==> config.mk <==
export PLATFORM = sky130hd
export DESIGN_NAME = priv_mode_ctrl
export DESIGN_NICKNAME = d
export VERILOG_FILES = /design/src/rtl/priv_pkg.sv /design/src/rtl/priv_arb.sv /design/src/rtl/priv_sr.sv /design/src/rtl/priv_view.sv /design/src/rtl/priv_mode_ctrl.sv
export SDC_FILE = /design/constraint.sdc
export NUM_CORES = 1
export LEC_CHECK = 0
export BUFFER_PORTS_ARGS = -buffer_cell sky130_fd_sc_hd__buf_4
export CAP_MARGIN = 20
export CORE_UTILIZATION = 40
export CTS_BUF_LIST = sky130_fd_sc_hd__clkbuf_8
export DETAILED_ROUTE_END_ITERATION = 8
export PLACE_DENSITY = 0.66
export SLEW_MARGIN = 20
export SYNTH_ARGS = -nofsm -noshare
export SYNTH_HDL_FRONTEND = slang
export SYNTH_SLANG_ARGS = --single-unit
export TNS_END_PERCENT = 100
==> constraint.sdc <==
create_clock -name clk -period 2.2 [get_ports clk]
set_input_delay 0.11 -clock clk [delete_from_list [all_inputs] [get_ports clk]]
set_output_delay 0.11 -clock clk [all_outputs]
set_load 0.005 [all_outputs]
==> src/rtl/priv_pkg.sv <==
package priv_pkg;
  typedef enum logic [1:0] {
    SROP_MOVE = 2'd0,
    SROP_AND  = 2'd1,
    SROP_OR   = 2'd2,
    SROP_XOR  = 2'd3
  } srop_e;

  typedef enum logic [1:0] {
    SP_USER   = 2'd0,
    SP_INTR   = 2'd1,
    SP_MASTER = 2'd2
  } spsel_e;

  typedef enum logic [1:0] {
    EV_NONE = 2'd0,
    EV_EXC  = 2'd1,
    EV_RTE  = 2'd2,
    EV_SROP = 2'd3
  } event_e;

  localparam logic [2:0] FC_USER_DATA = 3'b001;
  localparam logic [2:0] FC_USER_PROG = 3'b010;
  localparam logic [2:0] FC_SUP_DATA  = 3'b101;
  localparam logic [2:0] FC_SUP_PROG  = 3'b110;
endpackage

==> src/rtl/priv_arb.sv <==
module priv_arb
  import priv_pkg::*;
(
  input  logic   exc_req,
  input  logic   rte_req,
  input  logic   sr_op_valid,
  output event_e ev
);
  // Fixed priority: exception, then return, then rewrite.
  always_comb begin
    if (exc_req)          ev = EV_EXC;
    else if (rte_req)     ev = EV_RTE;
    else if (sr_op_valid) ev = EV_SROP;
    else                  ev = EV_NONE;
  end
endmodule

==> src/rtl/priv_sr.sv <==
module priv_sr
  import priv_pkg::*;
#(
  parameter int          SR_W     = 16,
  parameter int          S_BIT    = 13,
  parameter int          M_BIT    = 12,
  parameter logic [SR_W-1:0] RESET_SR = 16'h2000
) (
  input  logic            clk,
  input  logic            rst_n,
  input  event_e          ev,
  input  logic            exc_is_irq,
  input  srop_e           sr_op,
  input  logic [SR_W-1:0] sr_operand,
  input  logic [SR_W-1:0] rte_sr,
  input  logic            rte_fault,
  output logic [SR_W-1:0] sr_q,
  output logic [SR_W-1:0] push_sr,
  output logic            push_valid,
  output logic            priv_viol,
  output logic            refill,
  output logic            full_restore
);
  logic            sup;
  logic [SR_W-1:0] sr_d;
  logic [SR_W-1:0] op_res;
  logic            viol_d, refill_d, full_d, push_d;

  assign sup = sr_q[S_BIT];

  always_comb begin
    unique case (sr_op)
      SROP_MOVE: op_res = sr_operand;
      SROP_AND:  op_res = sr_q & sr_operand;
      SROP_OR:   op_res = sr_q | sr_operand;
      default:   op_res = sr_q ^ sr_operand;
    endcase
  end

  always_comb begin
    sr_d     = sr_q;
    viol_d   = 1'b0;
    refill_d = 1'b0;
    full_d   = 1'b0;
    push_d   = 1'b0;
    unique case (ev)
      EV_EXC: begin
        sr_d[S_BIT] = 1'b1;
        if (exc_is_irq) sr_d[M_BIT] = 1'b0;
        push_d = 1'b1;
      end
      EV_RTE: begin
        if (sup) begin
          sr_d     = rte_sr;
          refill_d = 1'b1;
          full_d   = rte_fault;
        end else begin
          viol_d = 1'b1;
        end
      end
      EV_SROP: begin
        if (sup) begin
          sr_d     = op_res;
          refill_d = 1'b1;
        end else begin
          viol_d = 1'b1;
        end
      end
      default: ;
    endcase
  end

  always_ff @(posedge clk) begin
    if (!rst_n) begin
      sr_q         <= RESET_SR;
      push_sr      <= '0;
      push_valid   <= 1'b0;
      priv_viol    <= 1'b0;
      refill       <= 1'b0;
      full_restore <= 1'b0;
    end else begin
      sr_q         <= sr_d;
      push_valid   <= push_d;
      priv_viol    <= viol_d;
      refill       <= refill_d;
      full_restore <= full_d;
      if (push_d) push_sr <= sr_q;
    end
  end

  // the pushed word is the pre-entry word, and supervisor is set
  assert_push_old_R2: assert property (@(posedge clk) disable iff (!rst_n)
    ev == EV_EXC |=> push_valid && push_sr == $past(sr_q) && sr_q[S_BIT]);

  // interrupt entry clears master mode
  assert_irq_clear_m_R3: assert property (@(posedge clk) disable iff (!rst_n)
    ev == EV_EXC && exc_is_irq |=> !sr_q[M_BIT]);

  // other exceptions keep master mode
  assert_exc_keep_m_R3: assert property (@(posedge clk) disable iff (!rst_n)
    ev == EV_EXC && !exc_is_irq |=> sr_q[M_BIT] == $past(sr_q[M_BIT]));

  // a user-level attempt is rejected without touching the word
  assert_user_reject_R5: assert property (@(posedge clk) disable iff (!rst_n)
    (ev == EV_RTE || ev == EV_SROP) && !sup |=> priv_viol && !refill && $stable(sr_q));

  // a permitted rewrite or return yields a refill strobe
  assert_refill_R6: assert property (@(posedge clk) disable iff (!rst_n)
    (ev == EV_RTE || ev == EV_SROP) && sup |=> refill);

  // the refill strobe lasts one cycle unless a new command re-arms it
  assert_refill_pulse_R6: assert property (@(posedge clk) disable iff (!rst_n)
    refill && ev == EV_NONE |=> !refill);

  // supervisor rises only through exception entry
  assert_s_rise_R11: assert property (@(posedge clk) disable iff (!rst_n)
    $rose(sr_q[S_BIT]) |-> $past(ev == EV_EXC));
endmodule

==> src/rtl/priv_view.sv <==
module priv_view
  import priv_pkg::*;
(
  input  logic       sup,
  input  logic       master,
  input  logic       prog_ref,
  output logic [1:0] sp_sel,
  output logic [2:0] fc
);
  always_comb begin
    if (!sup)        sp_sel = SP_USER;
    else if (master) sp_sel = SP_MASTER;
    else             sp_sel = SP_INTR;
  end

  always_comb begin
    unique case ({sup, prog_ref})
      2'b00:   fc = FC_USER_DATA;
      2'b01:   fc = FC_USER_PROG;
      2'b10:   fc = FC_SUP_DATA;
      default: fc = FC_SUP_PROG;
    endcase
  end
endmodule

==> src/rtl/priv_mode_ctrl.sv <==
module priv_mode_ctrl
  import priv_pkg::*;
#(
  parameter int SR_W  = 16,
  parameter int S_BIT = 13,
  parameter int M_BIT = 12
) (
  input  logic            clk,
  input  logic            rst_n,
  input  logic            exc_req,
  input  logic            exc_is_irq,
  input  logic            sr_op_valid,
  input  logic [1:0]      sr_op,
  input  logic [SR_W-1:0] sr_operand,
  input  logic            rte_req,
  input  logic [SR_W-1:0] rte_sr,
  input  logic            rte_fault,
  input  logic            prog_ref,
  output logic [SR_W-1:0] sr_q,
  output logic [SR_W-1:0] push_sr,
  output logic            push_valid,
  output logic [1:0]      sp_sel,
  output logic [2:0]      fc,
  output logic            priv_viol,
  output logic            refill,
  output logic            full_restore
);
  localparam logic [SR_W-1:0] RESET_SR = SR_W'(1) << S_BIT;

  event_e ev;

  priv_arb u_arb (
    .exc_req     (exc_req),
    .rte_req     (rte_req),
    .sr_op_valid (sr_op_valid),
    .ev          (ev)
  );

  priv_sr #(
    .SR_W     (SR_W),
    .S_BIT    (S_BIT),
    .M_BIT    (M_BIT),
    .RESET_SR (RESET_SR)
  ) u_sr (
    .clk          (clk),
    .rst_n        (rst_n),
    .ev           (ev),
    .exc_is_irq   (exc_is_irq),
    .sr_op        (srop_e'(sr_op)),
    .sr_operand   (sr_operand),
    .rte_sr       (rte_sr),
    .rte_fault    (rte_fault),
    .sr_q         (sr_q),
    .push_sr      (push_sr),
    .push_valid   (push_valid),
    .priv_viol    (priv_viol),
    .refill       (refill),
    .full_restore (full_restore)
  );

  priv_view u_view (
    .sup      (sr_q[S_BIT]),
    .master   (sr_q[M_BIT]),
    .prog_ref (prog_ref),
    .sp_sel   (sp_sel),
    .fc       (fc)
  );

  // user level always banks the user stack pointer
  assert_user_sp_R8: assert property (@(posedge clk) disable iff (!rst_n)
    !sr_q[S_BIT] |-> sp_sel == 2'd0);

  // supervisor level never banks the user stack pointer
  assert_sup_sp_R8: assert property (@(posedge clk) disable iff (!rst_n)
    sr_q[S_BIT] |-> sp_sel != 2'd0);

  // the function code's top bit follows the supervisor bit
  assert_fc_level_R9: assert property (@(posedge clk) disable iff (!rst_n)
    fc[2] == sr_q[S_BIT]);

  // exception entry suppresses a competing return or rewrite
  assert_exc_wins_R10: assert property (@(posedge clk) disable iff (!rst_n)
    exc_req |=> !refill && !priv_viol && !full_restore);

  // the strobes come out of reset low
  assert_reset_quiet_R1: assert property (@(posedge clk)
    !rst_n |=> !refill && !priv_viol && !push_valid && !full_restore);
endmodule

### After elaboration in Yosys (flattened, before gate mapping)

Index checks and enable logic that the tools add are counted.

| storage, ports and cells | value |
|---|---|
| output and inout bits | 41 |
| logic and storage cells | 46 |
| input bits | 42 |
| memories | 0 |
| bits in writable memories | 0 |
| bits in latches | 0 |
| memory bits (read-only) | 0 |
| bits in registers | 36 |

| operators by class | value |
|---|---|
| mux-type cells | 16 |
| $lt $le $gt $ge | 0 |
| add/subtract/negate cells | 0 |
| equality and inequality tests | 10 |
| shift-type cells | 0 |
| reduce and logical (&&, ||, !) cells | 9 |
| bitwise operators | 3 |
| div/mod/pow operators | 0 |
| $mul | 0 |

Operator list:

| cell | count |
|---|---|
| one-hot mux 16 bit (3 select lines) | 1 |
| 2-to-1 mux 16 bit | 2 |
| one-hot mux 12 bit (2 select lines) | 1 |
| bitwise AND 16 bit | 1 |
| bitwise OR 16 bit | 1 |
| bitwise XOR 16 bit | 1 |
| 2-to-1 mux 2 bit | 5 |
| one-hot mux 3 bit (3 select lines) | 1 |
| == test 2 bit (second input constant) | 4 |
| == test 2 x 1 -> 1 bit (second input constant) | 3 |
| one-hot mux 2 bit (3 select lines) | 1 |
| AND reduction 3 bit | 2 |
| zero test 2 bit | 2 |
| 2-to-1 mux 1 bit | 4 |
| inequality test 2 x 1 -> 1 bit (second input constant) | 2 |
| one-hot mux 2 bit (2 select lines) | 1 |
| AND reduction 4 bit | 1 |
| nonzero test 3 bit | 1 |
| inequality test 2 bit (second input constant) | 1 |
| AND reduction 2 bit | 1 |
| nonzero test 2 bit | 1 |
| OR reduction 2 bit | 1 |

### Logic depth before layout (Yosys ltp)

Gate-level depths: netlist (run 1).

| logic depth | value |
|---|---|
| depth after elaboration | 6 |
| mapped depth | 7 |
| mapped depth without buffers | 6 |

### Cells and area by module

A second synthesis (run 1) with hierarchy kept.

| second synthesis, totals | value |
|---|---|
| cell total of the unflattened synthesis | 298 |
| area total of the unflattened synthesis | 2349.8 um2 |

By module, submodules not included:

| module | seq. area each (um2) | area each (um2) | cells an instance | times used |
|---|---|---|---|---|
| priv_sr | 720.7 | 2303.5 | 289 | 1 |
| priv_view | 0.0 | 27.5 | 5 | 1 |
| priv_arb | 0.0 | 18.8 | 4 | 1 |

### Worst setup path before layout (run 1)

OpenSTA, ideal clock, no wires.

| timing path | value |
|---|---|
| path kind | flip-flop to flip-flop |
| start point | register u_sr.sr_q[13] |
| end point | register u_sr.sr_q[13] |
| required time | 2.084 ns |
| clock period less this slack | 1.530 ns |
| path buffers | 0 |
| setup time | 0.116 ns |
| cell stages (with the launch flop) | 6 |
| slack | 0.670 ns |
| data arrival time | 1.414 ns |
| path through | dfxtp_1 -> inv_1 -> ha_1 -> mux4_2 -> nor3_2 -> nor2_1 |

| on the way | value |
|---|---|
| longest elaborated chain between the ends | 4 |
| elaborated cells between the ends (all ways) | 7 |
| classes of those cells | mux: 4; bitwise: 3 |

Ends and longest elaborated chain:

| item | line | text |
|---|---|---|
| start, declared | priv_sr.sv:17 | `output logic [SR_W-1:0] sr_q,` |
| start signal, assigned | priv_sr.sv:82 | `sr_q <= sr_d;` |
| bitwise XOR 16 bit, or another cell as far along | priv_sr.sv:36 | `default: op_res = sr_q ^ sr_operand;` |
| one-hot mux 16 bit (3 select lines) | priv_sr.sv:32 | `unique case (sr_op)` |
| 2-to-1 mux 16 bit | priv_sr.sv:62 | `if (sup) begin` |
| one-hot mux 2 bit (3 select lines) * | priv_sr.sv:46 | `unique case (ev)` |

Every way passes the cells marked *; elsewhere a longest branch is shown, timed or not. The select of a mux whose other input is x is not followed.
A chain may end at the register's enable or synchronous reset.

### Worst setup path after layout (run 1)

Ends and elaborated chain as after synthesis.

==> flow_summary.json, run 1 <==
{
  "vias_per_cell": 4.93,
  "timing.max_cap.violations": 0,
  "area_share_of_the_largest_cell_type_after_synthesis_pct": 28.8,
  "dp.cells": 417,
  "status": "finished, final reports clean",
  "fraction_of_layout_cells_with_a_size_suffix_above_1_pct": 32.0,
  "synthesized_netlist_net_count": 353,
  "whs_path_depth": 2,
  "finalClockSkew_ns": 0.00178,
  "seq_cells_post_synth": 36,
  "routed-via-count": 2094,
  "drt_first_pass_iters": 4,
  "path_clk_slew_ns": 0.08,
  "floorplan.die.width_um": 81.1,
  "globalplace.congestion": 0.733,
  "synthDistinctLibCells": 28,
  "multi_input_combinational_cell_area_mm2": 0.00144,
  "synth.top_cells.by_area": "dfxtp_1, ha_1, mux4_2",
  "critical_path.slowest_cell": "dfxtp_1",
  "antenna_cells_inserted": 0,
  "post-route-util_pct": 52.9,
  "grt_antenna_before_repair": 0,
  "vdd_drop_max_mv": 0.253,
  "ctsLongestPathBuffers": 2,
  "total_leakage_power_nw": 1.59,
  "global_route.overflow_total": 0,
  "first_global_vias": 2045,
  "timing.critical_path.required_ns": 2.39,
  "critical_path_peak_fanout": 9,
  "clock_sink_count": 36,
  "number_of_i_o_port_buffers": 82,
  "cts.root.buffer_cell": "clkbuf_8",
  "detailedPlace.worstSlack_ns": 0.515,
  "regArea_um2": 721,
  "final_common_cell": "buf_4",
  "fp.dieH_um": 81.1,
  "final_nets": 423,
  "worst-slew-pin-transition_ns": 0.646,
  "cts_tree": "yes",
  "design_power_total_mw": 1.61,
  "floorplan.rows": 28,
  "first_pass_grt_wire_length_mm": 9.35,
  "setup.worst_path.start_class": "flip-flop",
  "syn_to_final_growth_pct": 26.4,
  "clk_latency_ns": 0.29,
  "final.period_utilization_pct": 76.1,
  "syn_area_per_cell_um2": 8.98,
  "post_cts_buffers": 0,
  "drc": 0,
  "boundaryPins": 83,
  "finish.cell_count_without_fillers": 425,
  "period_needed_ns": 1.68,
  "grt_setup_unrepaired": "no",
  "syn-cell-area_mm2": 0.00250,
  "fillers": 601,
  "hold_viol_final": 0,
  "path_class": "flip-flop to flip-flop",
  "mostFrequentLayoutCells": "buf_4, inv_1, dfxtp_1",
  "data_arrival_at_the_endpoint_of_the_critical_path_ns": 1.86,
  "number_of_cells_produced_by_synthesis": 279,
  "setup_viol": 0,
  "core_area_mm2": 0.00599,
  "final_critical_path_setup_slack_ns": 0.525,
  "hold_path_class": "input pin to flip-flop",
  "dieArea_mm2": 0.00658,
  "route.final.wire_length_mm": 5.80,
  "critical_path.max_stage_delay_ns": 0.51,
  "cts_htree_levels": 2,
  "ant_nets": 0,
  "yosysTopAreaCell": "dfxtp_1",
  "yosysWarnings": 0,
  "grt_start_max_net_pins": 23,
  "start_util_pct": 41.8,
  "track_usage_pct": 18.9,
  "achievable-frequency_ghz": 0.597,
  "yosysSeqAreaShare_pct": 28.8,
  "dp_wirelength_mm": 4.12,
  "drv_slew": 0,
  "finalSetupTns_ns": 0,
  "crit_chain": "inv_1 > ha_1 > mux4_2 > nor3_2 > nor2_1",
  "setup.worst_path.end_class": "flip-flop",
  "slew-limit-headroom_pct": 56.9,
  "wire_per_inst_um": 13.6,
  "cts_hold_repair.buffers": 0,
  "number_of_buffers_added_by_the_clock_tree_synthesis_step": 5,
  "iteration_0_drc_count_of_the_detailed_router": 82,
  "cellPowerDensity_mw_per_mm2": 508,
  "cts-resized-gates": 0,
  "worst_r2r_path_depth": 5
}
==> routing by layer <==
metal | up-vias | wire length, µm | share of wire, % | GRT usage [%]
li1 | 1044 | - | - | -
met1 | 970 | 2470 | 43 | 23.2
met2 | 72 | 2790 | 48 | 32.4
met3 | 8 | 459 | 7.9 | 4.94
met4 | 0 | 70 | 1.2 | 5.36
met5 | - | 0 | 0 | 0
==> synth_stat cells <==
cell	number
o31ai_1	1
or2_4	1
clkbuf_1	7
o21ai_0	4
a21oi_1	29
nand2_1	29
buf_4	2
buf_8	1
inv_1	50
mux4_2	15
buf_2	4
nor2_1	22
o21ai_2	1
nand4_1	1
mux2i_1	17
mux4_1	1
nand3_1	1
nand2b_1	3
dfxtp_1	36
nand2b_4	1
or2_1	1
buf_6	7
nor3_2	1
ha_1	32
nand2b_2	1
nor3_1	1
and2_1	1
o21ai_1	9
==> layout make-up <==
type / instances / area share [%]
clock inverter: 2 / 0.316
sequential: 36 / 22.8
timing repair buffer: 84 / 19.9
inverter: 50 / 5.93
tap: 75 / 2.96
clock buffer: 6 / 2.61
multi-input combinational: 172 / 45.5
==> worst max-delay path: cells and delay by family, from the launching register on <==
family        cells  cell delay [ns]
mux               1             0.48
buf+inv           1             0.12
flops             1             0.51
fa+ha+maj         1             0.29
simple gates      2             0.17
==> registers in the layout, summed over array words and instances, names as in the netlist <==
name               cells
u_sr.priv_viol         1
u_sr.push_valid        1
u_sr.full_restore      1
u_sr.sr_q             16
u_sr.push_sr          16
u_sr.refill            1
==> cells by family (layout without fill, tap and decap cells) <==
family                   after synthesis  after routing  synth area share [%]
multiplexers                          33             33                  21.3
AO/OA/AOI/OAI                         44             44                  9.04
adder cells (fa/ha/maj)               32             32                  16.0
buffers and inverters                 71            142                  13.7
AND/OR/NAND/NOR                       63             63                  11.2
flip-flops                            36             36                  28.8
==> path summary, 6_finish.rpt <==
path / slack, ns / to / startpoint
max: 0.52 / u_sr.sr_q[13]$_SDFFE_PN1P_ / u_sr.sr_q[13]$_SDFFE_PN1P_
min: 0.06 / u_sr.push_valid$_SDFF_PN0_ / rst_n
max reg2reg: 0.52 / u_sr.sr_q[13]$_SDFFE_PN1P_ / u_sr.sr_q[13]$_SDFFE_PN1P_
min reg2reg: 0.50 / u_sr.push_sr[15]$_SDFFE_PN0P_ / u_sr.push_sr[15]$_SDFFE_PN0P_
==> where the power goes <==
group	internal, mW	switching, mW	leakage [nW]
Clock	0.250	0.254	0.0510
Sequential	0.685	0.0337	0.294
Combinational	0.212	0.175	1.25
==> per-stage QoR <==
step | hold slack [ns] | area, µm²
after floorplan | 0.237 | 2500
after global placement | 0.351 | 3070
after detailed placement | 0.356 | 3070
after CTS | 0.0507 | 3170
after global routing | 0.0722 | 3170
final | 0.0580 | 3170
No activity file was read; power rests on OpenSTA's default activity.
==> inputs of run 2 (changes only) <==
- clock period: 2.2 -> 1.6 ns (I/O delays scaled with it)
==> flow_summary.json, run 2 (synthesized netlist as in run 1, its figures left out) <==
{
  "status": "finished, final reports clean",
  "final.period_utilization_pct": 92.9,
  "wire_per_inst_um": 13.7,
  "vdd_drop_max_mv": 0.407,
  "ctsLongestPathBuffers": 2,
  "final_common_cell": "buf_4",
  "grt_antenna_before_repair": 0,
  "cellPowerDensity_mw_per_mm2": 737,
  "final_nets": 442,
  "total_leakage_power_nw": 1.70,
  "path_class": "flip-flop to flip-flop",
  "critical_path.max_stage_delay_ns": 0.47,
  "antenna_cells_inserted": 0,
  "mostFrequentLayoutCells": "buf_4, inv_1, dfxtp_1",
  "crit_chain": "inv_1 > ha_1 > mux4_1 > mux2i_1 > o31ai_1",
  "cts_hold_repair.buffers": 0,
  "core_area_mm2": 0.00599,
  "first_pass_grt_wire_length_mm": 9.85,
  "ant_nets": 0,
  "slew-limit-headroom_pct": 57.1,
  "first_global_vias": 2096,
  "finalSetupTns_ns": 0,
  "whs_path_depth": 2,
  "cts_htree_levels": 2,
  "period_needed_ns": 1.49,
  "start_util_pct": 41.8,
  "fraction_of_layout_cells_with_a_size_suffix_above_1_pct": 35.8,
  "number_of_buffers_added_by_the_clock_tree_synthesis_step": 5,
  "worst-slew-pin-transition_ns": 0.643,
  "hold_viol_final": 0,
  "timing.critical_path.required_ns": 1.76,
  "boundaryPins": 83,
  "critical_path.slowest_cell": "mux4_1",
  "dp.cells": 435,
  "detailedPlace.worstSlack_ns": 0.0614,
  "floorplan.die.width_um": 81.1,
  "cts_tree": "yes",
  "setup.worst_path.end_class": "flip-flop",
  "finalClockSkew_ns": 0.0101,
  "dieArea_mm2": 0.00658,
  "number_of_i_o_port_buffers": 82,
  "hold_slack_ns": 0.0228,
  "track_usage_pct": 19.8,
  "vias_per_cell": 4.88,
  "achievable-frequency_ghz": 0.673,
  "clk_latency_ns": 0.29,
  "drc": 0,
  "iteration_0_drc_count_of_the_detailed_router": 80,
  "fp.dieH_um": 81.1,
  "clock_sink_count": 36,
  "data_arrival_at_the_endpoint_of_the_critical_path_ns": 1.65,
  "worst_r2r_path_depth": 5,
  "drv_slew": 0,
  "routed-via-count": 2165,
  "path_clk_slew_ns": 0.08,
  "grt_start_max_net_pins": 33,
  "setup_viol": 0,
  "syn_to_final_growth_pct": 33.5,
  "cts.root.buffer_cell": "clkbuf_8",
  "globalplace.congestion": 0.730,
  "dp_wirelength_mm": 4.38,
  "critical_path_peak_fanout": 3,
  "hold_path_class": "input pin to flip-flop",
  "global_route.overflow_total": 0,
  "setup.worst_path.start_class": "flip-flop",
  "route.final.wire_length_mm": 6.08,
  "largest_registers": "u_sr.push_sr (16), u_sr.sr_q (16)",
  "fillers": 570,
  "design_power_total_mw": 2.47,
  "floorplan.rows": 28,
  "drt_first_pass_iters": 4,
  "finish.cell_count_without_fillers": 444,
  "timing.max_cap.violations": 0,
  "final_critical_path_setup_slack_ns": 0.113
}
## run 2: cell count changes in the layout (fill, tap and decap cells not counted), sizes merged
cell / before / now
clkbuf: 6 / 7
clkinv: 2 / 0
buf: 84 / 103
bufinv: 0 / 1
## run 2: path summary, 6_finish.rpt
path         slack, ns                      endpoint                         start
max reg2reg       0.11    u_sr.sr_q[12]$_SDFFE_PN0P_    u_sr.sr_q[12]$_SDFFE_PN0P_
max               0.11    u_sr.sr_q[12]$_SDFFE_PN0P_    u_sr.sr_q[12]$_SDFFE_PN0P_
min reg2reg       0.50  u_sr.push_sr[5]$_SDFFE_PN0P_  u_sr.push_sr[5]$_SDFFE_PN0P_
min               0.02    u_sr.push_valid$_SDFF_PN0_                         rst_n
## run 2: routing by layer
metal  global-route usage (%)  routed length (µm)
met5                        0                   0
met2                     32.9                2930
met1                     26.0                2770
met3                     4.27                 372
met4                     4.46                  15
## run 2: power breakdown
group / leakage [nW] / internal, mW / total, mW / switching [mW]
Combinational: 1.34 / 0.330 / 0.605 / 0.275
Clock: 0.0645 / 0.550 / 0.895 / 0.344
Sequential: 0.295 / 0.942 / 0.966 / 0.0232
## run 2: worst max-delay path: cells and delay by family (launching register included)
kind                     cells  cell delay (ns)
AO/OA/AOI/OAI                1             0.08
flip-flops                   1             0.35
adder cells (fa/ha/maj)      1             0.26
buffers and inverters        1             0.05
multiplexers                 2             0.62
## run 2: final cells by class
cell class                      count  area [µm²]  area share [%]
Inverter                           50         188            5.61
Sequential cell                    36         722            21.6
Timing Repair Buffer              103         773            23.1
Multi-Input combinational cell    172        1440            43.1
Clock buffer                        7        96.3            2.88
Tap cell                           75        93.8            2.81
Clock inverter                      1        30.0           0.898
## run 2: through the flow
step / util, % / area [µm²]
final: 55.8 / 3340
after global placement: 53.6 / 3210
after floorplan: - / 2500
after global routing: 55.8 / 3340
after detailed placement: 53.6 / 3210
after CTS: 55.7 / 3340
## run 2: timing repair
action	CTS	global route
hold endpoints to repair	0	0
buffers inserted	0	1
resized for setup	0	1
endpoints found under the setup margin	0	1
